[config.mk]
export PLATFORM = sky130hd
export DESIGN_NAME = fifo_scsi_dma
export DESIGN_NICKNAME = d
export VERILOG_FILES = /design/src/rtl/fsdma_pkg.sv /design/src/rtl/fsdma_bytecnt.sv /design/src/rtl/fsdma_ctrl.sv /design/src/rtl/fsdma_flags.sv /design/src/rtl/fifo_scsi_dma.sv
export SDC_FILE = /design/constraint.sdc
export NUM_CORES = 1
export LEC_CHECK = 0
export ABC_AREA = 1
export CAP_MARGIN = 20
export CORE_ASPECT_RATIO = 0.5
export CORE_UTILIZATION = 29
export DETAILED_ROUTE_END_ITERATION = 12
export GPL_ROUTABILITY_DRIVEN = 0
export PLACE_DENSITY = 0.57
export SKIP_LAST_GASP = 1
export SYNTH_ARGS = -nofsm -noshare
export SYNTH_HDL_FRONTEND = slang
export SYNTH_SLANG_ARGS = --single-unit
[constraint.sdc]
create_clock -name clk -period 2 [get_ports clk]
set_clock_uncertainty 0.1 [all_clocks]
set_input_delay 0.2 -clock clk [delete_from_list [all_inputs] [get_ports clk]]
set_output_delay 0.2 -clock clk [all_outputs]
set_load 0.005 [all_outputs]
[src/rtl/fsdma_pkg.sv]
package fsdma_pkg;

   typedef enum logic [1:0] {
      ST_IDLE  = 2'd0,
      ST_WAIT  = 2'd1,
      ST_STALL = 2'd2,
      ST_GRANT = 2'd3
   } dma_st_e;

endpackage

[src/rtl/fsdma_bytecnt.sv]
module fsdma_bytecnt #(
   parameter int DATA_W = 16,
   parameter int CNT_W  = 24
) (
   input  logic             clk,
   input  logic             rst_n,
   input  logic             soft_rst,
   input  logic             load,
   input  logic [CNT_W-1:0] load_val,
   input  logic             dec,
   output logic [CNT_W-1:0] count,
   output logic             is_zero
);
   localparam int               STEP   = DATA_W / 8;
   localparam logic [CNT_W-1:0] STEP_V = CNT_W'(STEP);

   logic [CNT_W-1:0] cnt_q;
   logic [CNT_W-1:0] cnt_dec;

   generate
      if (STEP == 1) begin : g_unit_step
         assign cnt_dec = (cnt_q != '0) ? cnt_q - 1'b1 : '0;
      end else begin : g_wide_step
         assign cnt_dec = (cnt_q > STEP_V) ? cnt_q - STEP_V : '0;
      end
   endgenerate

   always_ff @(posedge clk or negedge rst_n) begin
      if (!rst_n)        cnt_q <= '0;
      else if (soft_rst) cnt_q <= '0;
      else if (load)     cnt_q <= load_val;
      else if (dec)      cnt_q <= cnt_dec;
   end

   assign count   = cnt_q;
   assign is_zero = (cnt_q == '0);

endmodule

[src/rtl/fsdma_ctrl.sv]
module fsdma_ctrl
   import fsdma_pkg::*;
#(
   parameter int DATA_W = 16
) (
   input  logic              clk,
   input  logic              rst_n,
   input  logic              soft_rst,
   input  logic              host_start,
   input  logic              host_load,
   input  logic              host_abort,
   input  logic              dreq,
   input  logic              fifo_empty,
   input  logic [DATA_W-1:0] fifo_data,
   input  logic              cnt_zero,
   output logic              idle,
   output logic              grant_go,
   output logic              fin,
   output logic              start_hit,
   output logic              abort_hit,
   output logic              dack,
   output logic              fifo_rd,
   output logic [DATA_W-1:0] dma_data
);
   dma_st_e           st_q, st_d;
   logic              dack_q;
   logic              rd_q;
   logic [DATA_W-1:0] data_q;
   logic              req_ok;

   assign idle      = (st_q == ST_IDLE);
   assign req_ok    = dreq & ~fifo_empty;
   assign start_hit = idle & host_start & ~host_load & ~soft_rst;
   assign abort_hit = ~idle & host_abort & ~soft_rst;

   always_comb begin
      st_d     = st_q;
      grant_go = 1'b0;
      fin      = 1'b0;
      if (soft_rst || abort_hit) begin
         st_d = ST_IDLE;
      end else begin
         case (st_q)
            ST_IDLE: begin
               if (start_hit) begin
                  if (cnt_zero) fin  = 1'b1;
                  else          st_d = ST_WAIT;
               end
            end
            ST_WAIT, ST_STALL: begin
               if (req_ok) begin
                  st_d     = ST_GRANT;
                  grant_go = 1'b1;
               end else if (dreq) begin
                  st_d = ST_STALL;
               end else begin
                  st_d = ST_WAIT;
               end
            end
            ST_GRANT: begin
               if (cnt_zero) begin
                  st_d = ST_IDLE;
                  fin  = 1'b1;
               end else begin
                  st_d = ST_WAIT;
               end
            end
            default: st_d = ST_IDLE;
         endcase
      end
   end

   always_ff @(posedge clk or negedge rst_n) begin
      if (!rst_n) begin
         st_q   <= ST_IDLE;
         dack_q <= 1'b0;
         rd_q   <= 1'b0;
      end else begin
         st_q   <= st_d;
         dack_q <= grant_go;
         rd_q   <= grant_go;
      end
   end

   always_ff @(posedge clk or negedge rst_n) begin
      if (!rst_n)        data_q <= '0;
      else if (grant_go) data_q <= fifo_data;
   end

   assign dack     = dack_q;
   assign fifo_rd  = rd_q;
   assign dma_data = data_q;

endmodule

[src/rtl/fsdma_flags.sv]
module fsdma_flags (
   input  logic clk,
   input  logic rst_n,
   input  logic soft_rst,
   input  logic clr,
   input  logic fin,
   input  logic abort_hit,
   output logic done,
   output logic aborted
);
   logic done_q;
   logic abrt_q;

   always_ff @(posedge clk or negedge rst_n) begin
      if (!rst_n) begin
         done_q <= 1'b0;
         abrt_q <= 1'b0;
      end else if (soft_rst) begin
         done_q <= 1'b0;
         abrt_q <= 1'b0;
      end else begin
         done_q <= fin       | (done_q & ~clr);
         abrt_q <= abort_hit | (abrt_q & ~clr);
      end
   end

   assign done    = done_q;
   assign aborted = abrt_q;

endmodule

[src/rtl/fifo_scsi_dma.sv]
module fifo_scsi_dma #(
   parameter int DATA_W = 16,
   parameter int CNT_W  = 24
) (
   input  logic              clk,
   input  logic              rst_n,
   input  logic              host_reset,
   input  logic              host_load,
   input  logic [CNT_W-1:0]  host_count,
   input  logic              host_start,
   input  logic              host_abort,
   input  logic              host_clear,
   input  logic              dreq,
   input  logic              fifo_empty,
   input  logic [DATA_W-1:0] fifo_data,
   output logic              dack,
   output logic              fifo_rd,
   output logic [DATA_W-1:0] dma_data,
   output logic [CNT_W-1:0]  xfer_left,
   output logic              done,
   output logic              aborted
);
   localparam int STEP = DATA_W / 8;

   generate
      if ((DATA_W < 8) || (DATA_W % 8 != 0)) begin : g_bad_width
         $error("fifo_scsi_dma: DATA_W must be a positive multiple of 8");
      end
      if (CNT_W <= $clog2(STEP + 1)) begin : g_bad_count
         $error("fifo_scsi_dma: CNT_W too narrow for one word step");
      end
   endgenerate

   logic ctrl_idle;
   logic grant_go;
   logic fin;
   logic start_hit;
   logic abort_hit;
   logic cnt_zero;
   logic load_ok;
   logic flag_clr;

   assign load_ok  = host_load & ctrl_idle & ~host_reset;
   assign flag_clr = host_clear | load_ok | start_hit;

   fsdma_bytecnt #(
      .DATA_W (DATA_W),
      .CNT_W  (CNT_W)
   ) u_cnt (
      .clk      (clk),
      .rst_n    (rst_n),
      .soft_rst (host_reset),
      .load     (load_ok),
      .load_val (host_count),
      .dec      (grant_go),
      .count    (xfer_left),
      .is_zero  (cnt_zero)
   );

   fsdma_ctrl #(
      .DATA_W (DATA_W)
   ) u_ctrl (
      .clk        (clk),
      .rst_n      (rst_n),
      .soft_rst   (host_reset),
      .host_start (host_start),
      .host_load  (host_load),
      .host_abort (host_abort),
      .dreq       (dreq),
      .fifo_empty (fifo_empty),
      .fifo_data  (fifo_data),
      .cnt_zero   (cnt_zero),
      .idle       (ctrl_idle),
      .grant_go   (grant_go),
      .fin        (fin),
      .start_hit  (start_hit),
      .abort_hit  (abort_hit),
      .dack       (dack),
      .fifo_rd    (fifo_rd),
      .dma_data   (dma_data)
   );

   fsdma_flags u_flags (
      .clk       (clk),
      .rst_n     (rst_n),
      .soft_rst  (host_reset),
      .clr       (flag_clr),
      .fin       (fin),
      .abort_hit (abort_hit),
      .done      (done),
      .aborted   (aborted)
   );

endmodule

* After elaboration in Yosys (flattened, before gate mapping)
Index checks and enable logic that the tools add are counted.
** Storage, ports and cells
- Output and inout port bits :: 44
- Word-level logic and storage cells :: 58
- Input bits :: 49
- Register bits after elaboration :: 45
** Cells by class
- Bitwise gates (word level) :: 19
- Equal/unequal tests :: 5
- Reductions and logical operators :: 6
- Magnitude comparators :: 1
- Muxes and demuxes :: 20
- Add/subtract/negate cells :: 1
** Operator list (count)
- $mux W24 :: 4
- $gt A24 B2 Y1 const B :: 1
- $logic_not A24 Y1 :: 1
- $sub A24 B2 Y24 const B :: 1
- $and A1 B1 Y1 :: 10
- $mux W2 :: 5
- $mux W1 :: 9
- $pmux W2 S3 :: 1
- $not A1 Y1 :: 5
- $eq A2 B2 Y1 const B :: 2
- $or A1 B1 Y1 :: 4
- $ne A3 B1 Y1 const B :: 1
- $ne A3 B2 Y1 const B :: 1
- $reduce_bool A3 Y1 :: 1
- $eq A2 B1 Y1 const B :: 1
- $logic_not A2 Y1 :: 1
- $pmux W1 S2 :: 1
- $reduce_and A2 Y1 :: 1
- $reduce_or A2 Y1 :: 1
- $logic_or A1 B1 Y1 :: 1

* Logic depth before layout (Yosys ltp)
- Depth after elaboration :: 9
- Mapped depth :: 13
- Mapped depth without buffers :: 12

* Modules after synthesis
From an unflattened synthesis, not the netlist that was laid out.
** Unflattened totals
- Cell total of the unflattened synthesis :: 409
- Area, all modules :: 2874.0 um^2
** Modules (own cells, without submodules)
- fsdma_bytecnt :: instances 1, cells an instance 290, area an instance 1831.8 um^2, seq. area each 600.6 um^2
- fsdma_ctrl :: instances 1, cells an instance 105, area an instance 938.4 um^2, seq. area each 475.5 um^2
- fsdma_flags :: instances 1, cells an instance 9, area an instance 78.8 um^2, seq. area each 50.0 um^2
- fifo_scsi_dma :: instances 1, cells an instance 5, area an instance 25.0 um^2, seq. area each 0.0 um^2

* Worst setup path after synthesis
Ideal clock, no wire load.
- Kind :: register to register
- Start :: register u_ctrl.st_q[0]
- End :: register u_cnt.cnt_q[6] (netlist: u_cnt.count[6])
- Library setup time :: 0.076 ns
- Setup slack :: 0.301 ns
- Path buffers :: 1
- Period minus slack after synthesis :: 1.699 ns
- Required time :: 1.824 ns
- Cell stages (with the launch flop) :: 12
- Arrival :: 1.522 ns
- Cell sequence :: dfrtp_1 -> inv_1 -> ha_1 -> inv_1 -> nor3_4 -> nand2_8 -> nand2_4 -> inv_4 -> nor2_4 -> buf_6 -> nand2_1 -> o21ai_1
** On the way
- Longest elaborated chain between the ends :: 7
- Elaborated cells on any way between the ends :: 15
- Classes of those cells :: eq/ne: 2; mux: 4; bitwise: 5; reduce/logical: 4
** Ends and longest elaborated chain
- start, declared :: RTL line fsdma_ctrl.sv:25 : dma_st_e st_q, st_d;
- start signal, assigned :: RTL line fsdma_ctrl.sv:79 : st_q <= st_d;
- $logic_not A2 Y1 :: RTL line fsdma_ctrl.sv:31 : assign idle = (st_q == ST_IDLE);
- $not A1 Y1 :: RTL line fsdma_ctrl.sv:34 : assign abort_hit = ~idle & host_abort & ~soft_rst;
- $and A1 B1 Y1 (2 in a row) :: RTL line fsdma_ctrl.sv:34
- $logic_or A1 B1 Y1 :: RTL line fsdma_ctrl.sv:40 : if (soft_rst || abort_hit) begin
- $mux W1 :: RTL line fsdma_ctrl.sv:40
- $reduce_bool A3 Y1 (no line)
- end signal, assigned :: RTL line fsdma_bytecnt.sv:31 : else if (load) cnt_q <= load_val;
- end signal, assigned :: RTL line fsdma_bytecnt.sv:32 : else if (dec) cnt_q <= cnt_dec;
- end, declared :: RTL line fsdma_bytecnt.sv:17 : logic [CNT_W-1:0] cnt_q;
Parallel ways exist; a longest one is shown, timed or not.
A chain may end at the register's enable or synchronous reset.

* Worst setup path after layout
- Start :: register u_ctrl.st_q[0]
- End :: register u_cnt.cnt_q[2] (netlist: u_cnt.count[2])
Same word-level chain as after synthesis.

==> flow_metrics.env <==
export IMPL_cp_start_kind="register"
export IMPL_n_antenna_cell=0
export IMPL_synth_seq_cells=45
export IMPL_gr_total_overflow=0
export IMPL_drv_cap=0
export IMPL_end_kind="register"
export IMPL_p_per_area_nw_per_um2=1510
export IMPL_place_hpwl_um=6540
export IMPL_cts_sinks=45
export IMPL_viasPerCell=4.40
export IMPL_finalNetCount=602
export IMPL_area_delta_synth_final_pct=59.9
export IMPL_relSlewSlack_pct=63.0
export IMPL_fin_util_pct=49.7
export IMPL_io_buffers=92
export IMPL_p_comb_share_pct=63.4
export IMPL_failed_checks="setup timing"
export IMPL_seq_power_share_pct=22.6
export IMPL_crit_required_ns=2.12
export IMPL_syn_area_um2=2810
export IMPL_grt_max_degree=25
export IMPL_num_io_pins=93
export IMPL_postRouteAntennaNets=0
export IMPL_core_um2=9040
export IMPL_min_period_ns=2.04
export IMPL_cts_buffer_depth=2
export IMPL_cts_root_buf="clkbuf_16"
export IMPL_synth_seq_area_share_pct=40.1
export IMPL_ys_warn_count=0
export IMPL_reg2reg_depth=11
export IMPL_leakagePower_uw=0.00226
export IMPL_netSwitchingPower_uw=2930
export IMPL_switching_share_pct=43.1
export IMPL_setup_viol=14
export IMPL_die_area_um2=10100
export IMPL_p_int_uw=3860
export IMPL_cts_tree="yes"
export IMPL_drc=0
export IMPL_hold_path_class="input port to asynchronous set/reset pin"
export IMPL_clock_latency_ns=0.29
export IMPL_placed_area_um2=4070
export IMPL_synthCells=413
export IMPL_crit_type="register to register"
export IMPL_r2r_end="u_cnt.count[2]"
export IMPL_vias=2994
export IMPL_grt_pass1_wl_um=14100
export IMPL_clock_fmax_mhz=490
export IMPL_wl_per_cell_um=12.8
export IMPL_timing_rr_start="u_ctrl.st_q[0]"
export IMPL_crit_fanout=6
export IMPL_grt_pass1_vias=2899
export IMPL_rsz0062_at_grt="yes"
export IMPL_rrSetupSlack_ns=-0.04
export IMPL_first_pass_iters=4
export IMPL_fin_area_um2=4490
export IMPL_start_util_pct=31.0
export IMPL_syn_mean_instance_area_um2=6.80
export IMPL_cts_buffers=5
export IMPL_clkTransAtPathRegs_ns=0.07
export IMPL_worstPathArrival_ns=2.16
export IMPL_synth_cell_types=28
export IMPL_drv_slew=0
export IMPL_die_x_um=141
export IMPL_cts_htree_levels=2
export IMPL_drive_gt1_share_pct=17.3
export IMPL_synth_net_count=466
export IMPL_dr_first_iter_drc_count=153
export IMPL_tightest_slew_ns=0.555
export IMPL_setup_ws_ns=-0.0403
export IMPL_p_clk_share_pct=14.0
export IMPL_status="finished with violations"
export IMPL_die_h_um=71.6
export IMPL_num_rows=24
export IMPL_finalCritPeriodShare_pct=102
export IMPL_antenna_found_initial=0
export IMPL_ir_drop_mv=0.526
export IMPL_grt_total_usage_pct=17.8
export IMPL_hold_viol=0
export IMPL_routed_wl_um=8710
==> synthesized netlist by cell type (all sizes together) <==
master / count / area, um2
a21oi: 6 / 30.0
nor2: 39 / 174
xor2: 4 / 35.0
o21ai: 19 / 95.1
nand4: 9 / 56.3
nor3: 2 / 21.3
buf: 10 / 71.3
nand2: 200 / 787
nand3: 27 / 140
inv: 40 / 155
a22oi: 2 / 15.0
ha: 4 / 50.1
o21bai: 1 / 7.51
xnor2: 4 / 35.0
o211ai: 1 / 7.51
dfrtp: 45 / 1130
==> metrics by stage <==
step | std cells | worst slack [ns] | hold slack [ns] | TNS (ns) | power (uW)
after floorplan | 413 | 0.301 | -0.196 | 0 | 3780
after global placement | 658 | 0.143 | 0.119 | 0 | 5510
after detailed placement | 658 | 0.0873 | 0.126 | 0 | 5540
after CTS | 667 | 0.0661 | 0.332 | 0 | 6530
after global routing | 680 | -0.110 | 0.349 | -1.82 | 7440
final | 680 | -0.0403 | 0.332 | -0.182 | 6790
==> how the worst max path moves through the flow <==
stage                   start        endpoint  depth (start not counted)
6_report       u_ctrl.st_q[0]  u_cnt.count[2]                         11
5_1_grt        u_ctrl.st_q[0]  u_cnt.count[2]                         11
2_1_floorplan  u_ctrl.st_q[0]  u_cnt.count[6]                         11
3_3_place_gp             dreq  u_cnt.count[2]                         10
3_5_place_dp   u_ctrl.st_q[0]  u_cnt.count[2]                         11
4_1_cts        u_ctrl.st_q[1]  u_cnt.count[2]                         11
==> flip-flops by register name, indices dropped and copies added, names as in the netlist <==
signal,flops
u_ctrl.st_q,2
u_ctrl.dack,1
u_cnt.count,24
u_ctrl.dma_data,16
u_flags.aborted,1
u_flags.done,1
==> layout make-up <==
cell class | instances | area, um2
Clock buffer | 5 | 125
Clock inverter | 3 | 43.8
Fill cell | 910 | 4550
Inverter | 40 | 168
Multi-Input combinational cell | 318 | 1540
Sequential cell | 45 | 1130
Tap cell | 130 | 163
Timing Repair Buffer | 139 | 1320
==> routing by layer <==
metal  up-vias  global-route usage [%]  part of all wire [%]
li1       1555                       -                     -
met1      1367                    24.5                    47
met2        68                    29.9                    46
met3         4                    3.28                   6.1
met4         0                    2.42                  0.36
met5         -                       0                     0
==> cells in the final DEF (no fill, tap or decap), drive strengths merged <==
| cell type | synthesis | layout |
|---|---|---|
| o21bai | 1 | 1 |
| nand4 | 9 | 9 |
| o211ai | 1 | 1 |
| inv | 40 | 40 |
| ha | 4 | 4 |
| nor2 | 39 | 39 |
| clkbuf | 0 | 7 |
| clkdlybuf4s50 | 0 | 91 |
| xor2 | 4 | 4 |
| nand2 | 200 | 200 |
| buf | 10 | 45 |
| bufinv | 0 | 1 |
| dlygate4sd3 | 0 | 1 |
| a22oi | 2 | 2 |
| nand3 | 27 | 27 |
| nor3 | 2 | 2 |
| dfrtp | 45 | 45 |
| a21oi | 6 | 6 |
| o21ai | 19 | 19 |
| clkinv | 0 | 2 |
| xnor2 | 4 | 4 |
==> critical path: stages (launching register included) <==
cell and delay (ns):
dfrtp_1 0.40, inv_2 0.07, ha_4 0.28, inv_4 0.04, nor3_4 0.24, nand2_8 0.09, nand2_8 0.10, clkinv_8 0.06
nor2_4 0.24, clkbuf_16 0.21, nand2_1 0.05, o21ai_1 0.07
==> timing repair <==
item / 4_1_cts / 5_1_grt
setup endpoints to repair: 0 / 21
setup buffers: 0 / 10
hold endpoints to repair: 21 / 0
resized for setup: 0 / 31
hold buffers: 1 / 0
==> cells by family (layout without fill, tap and decap cells) <==
kind of cell	count (synthesis)	after routing	synth area share [%]
adders and majority gates	4	4	1.78
and+or+nand+nor	277	277	42.0
DFF	45	45	40.1
xor gates and xnor gates	8	8	2.50
AOI/OAI and AO/OA	29	29	5.53
buffers and inverters	50	187	8.07
==> power by group through the flow <==
stage	Clock [uW]	Combinational [uW]	Sequential, uW
global route	1020	4830	1580
global placement	0	3970	1540
finish	953	4300	1530
detailed placement	0	4000	1530
CTS	982	4020	1530
floorplan	0	2140	1640
(Power assumes the default switching activity.)
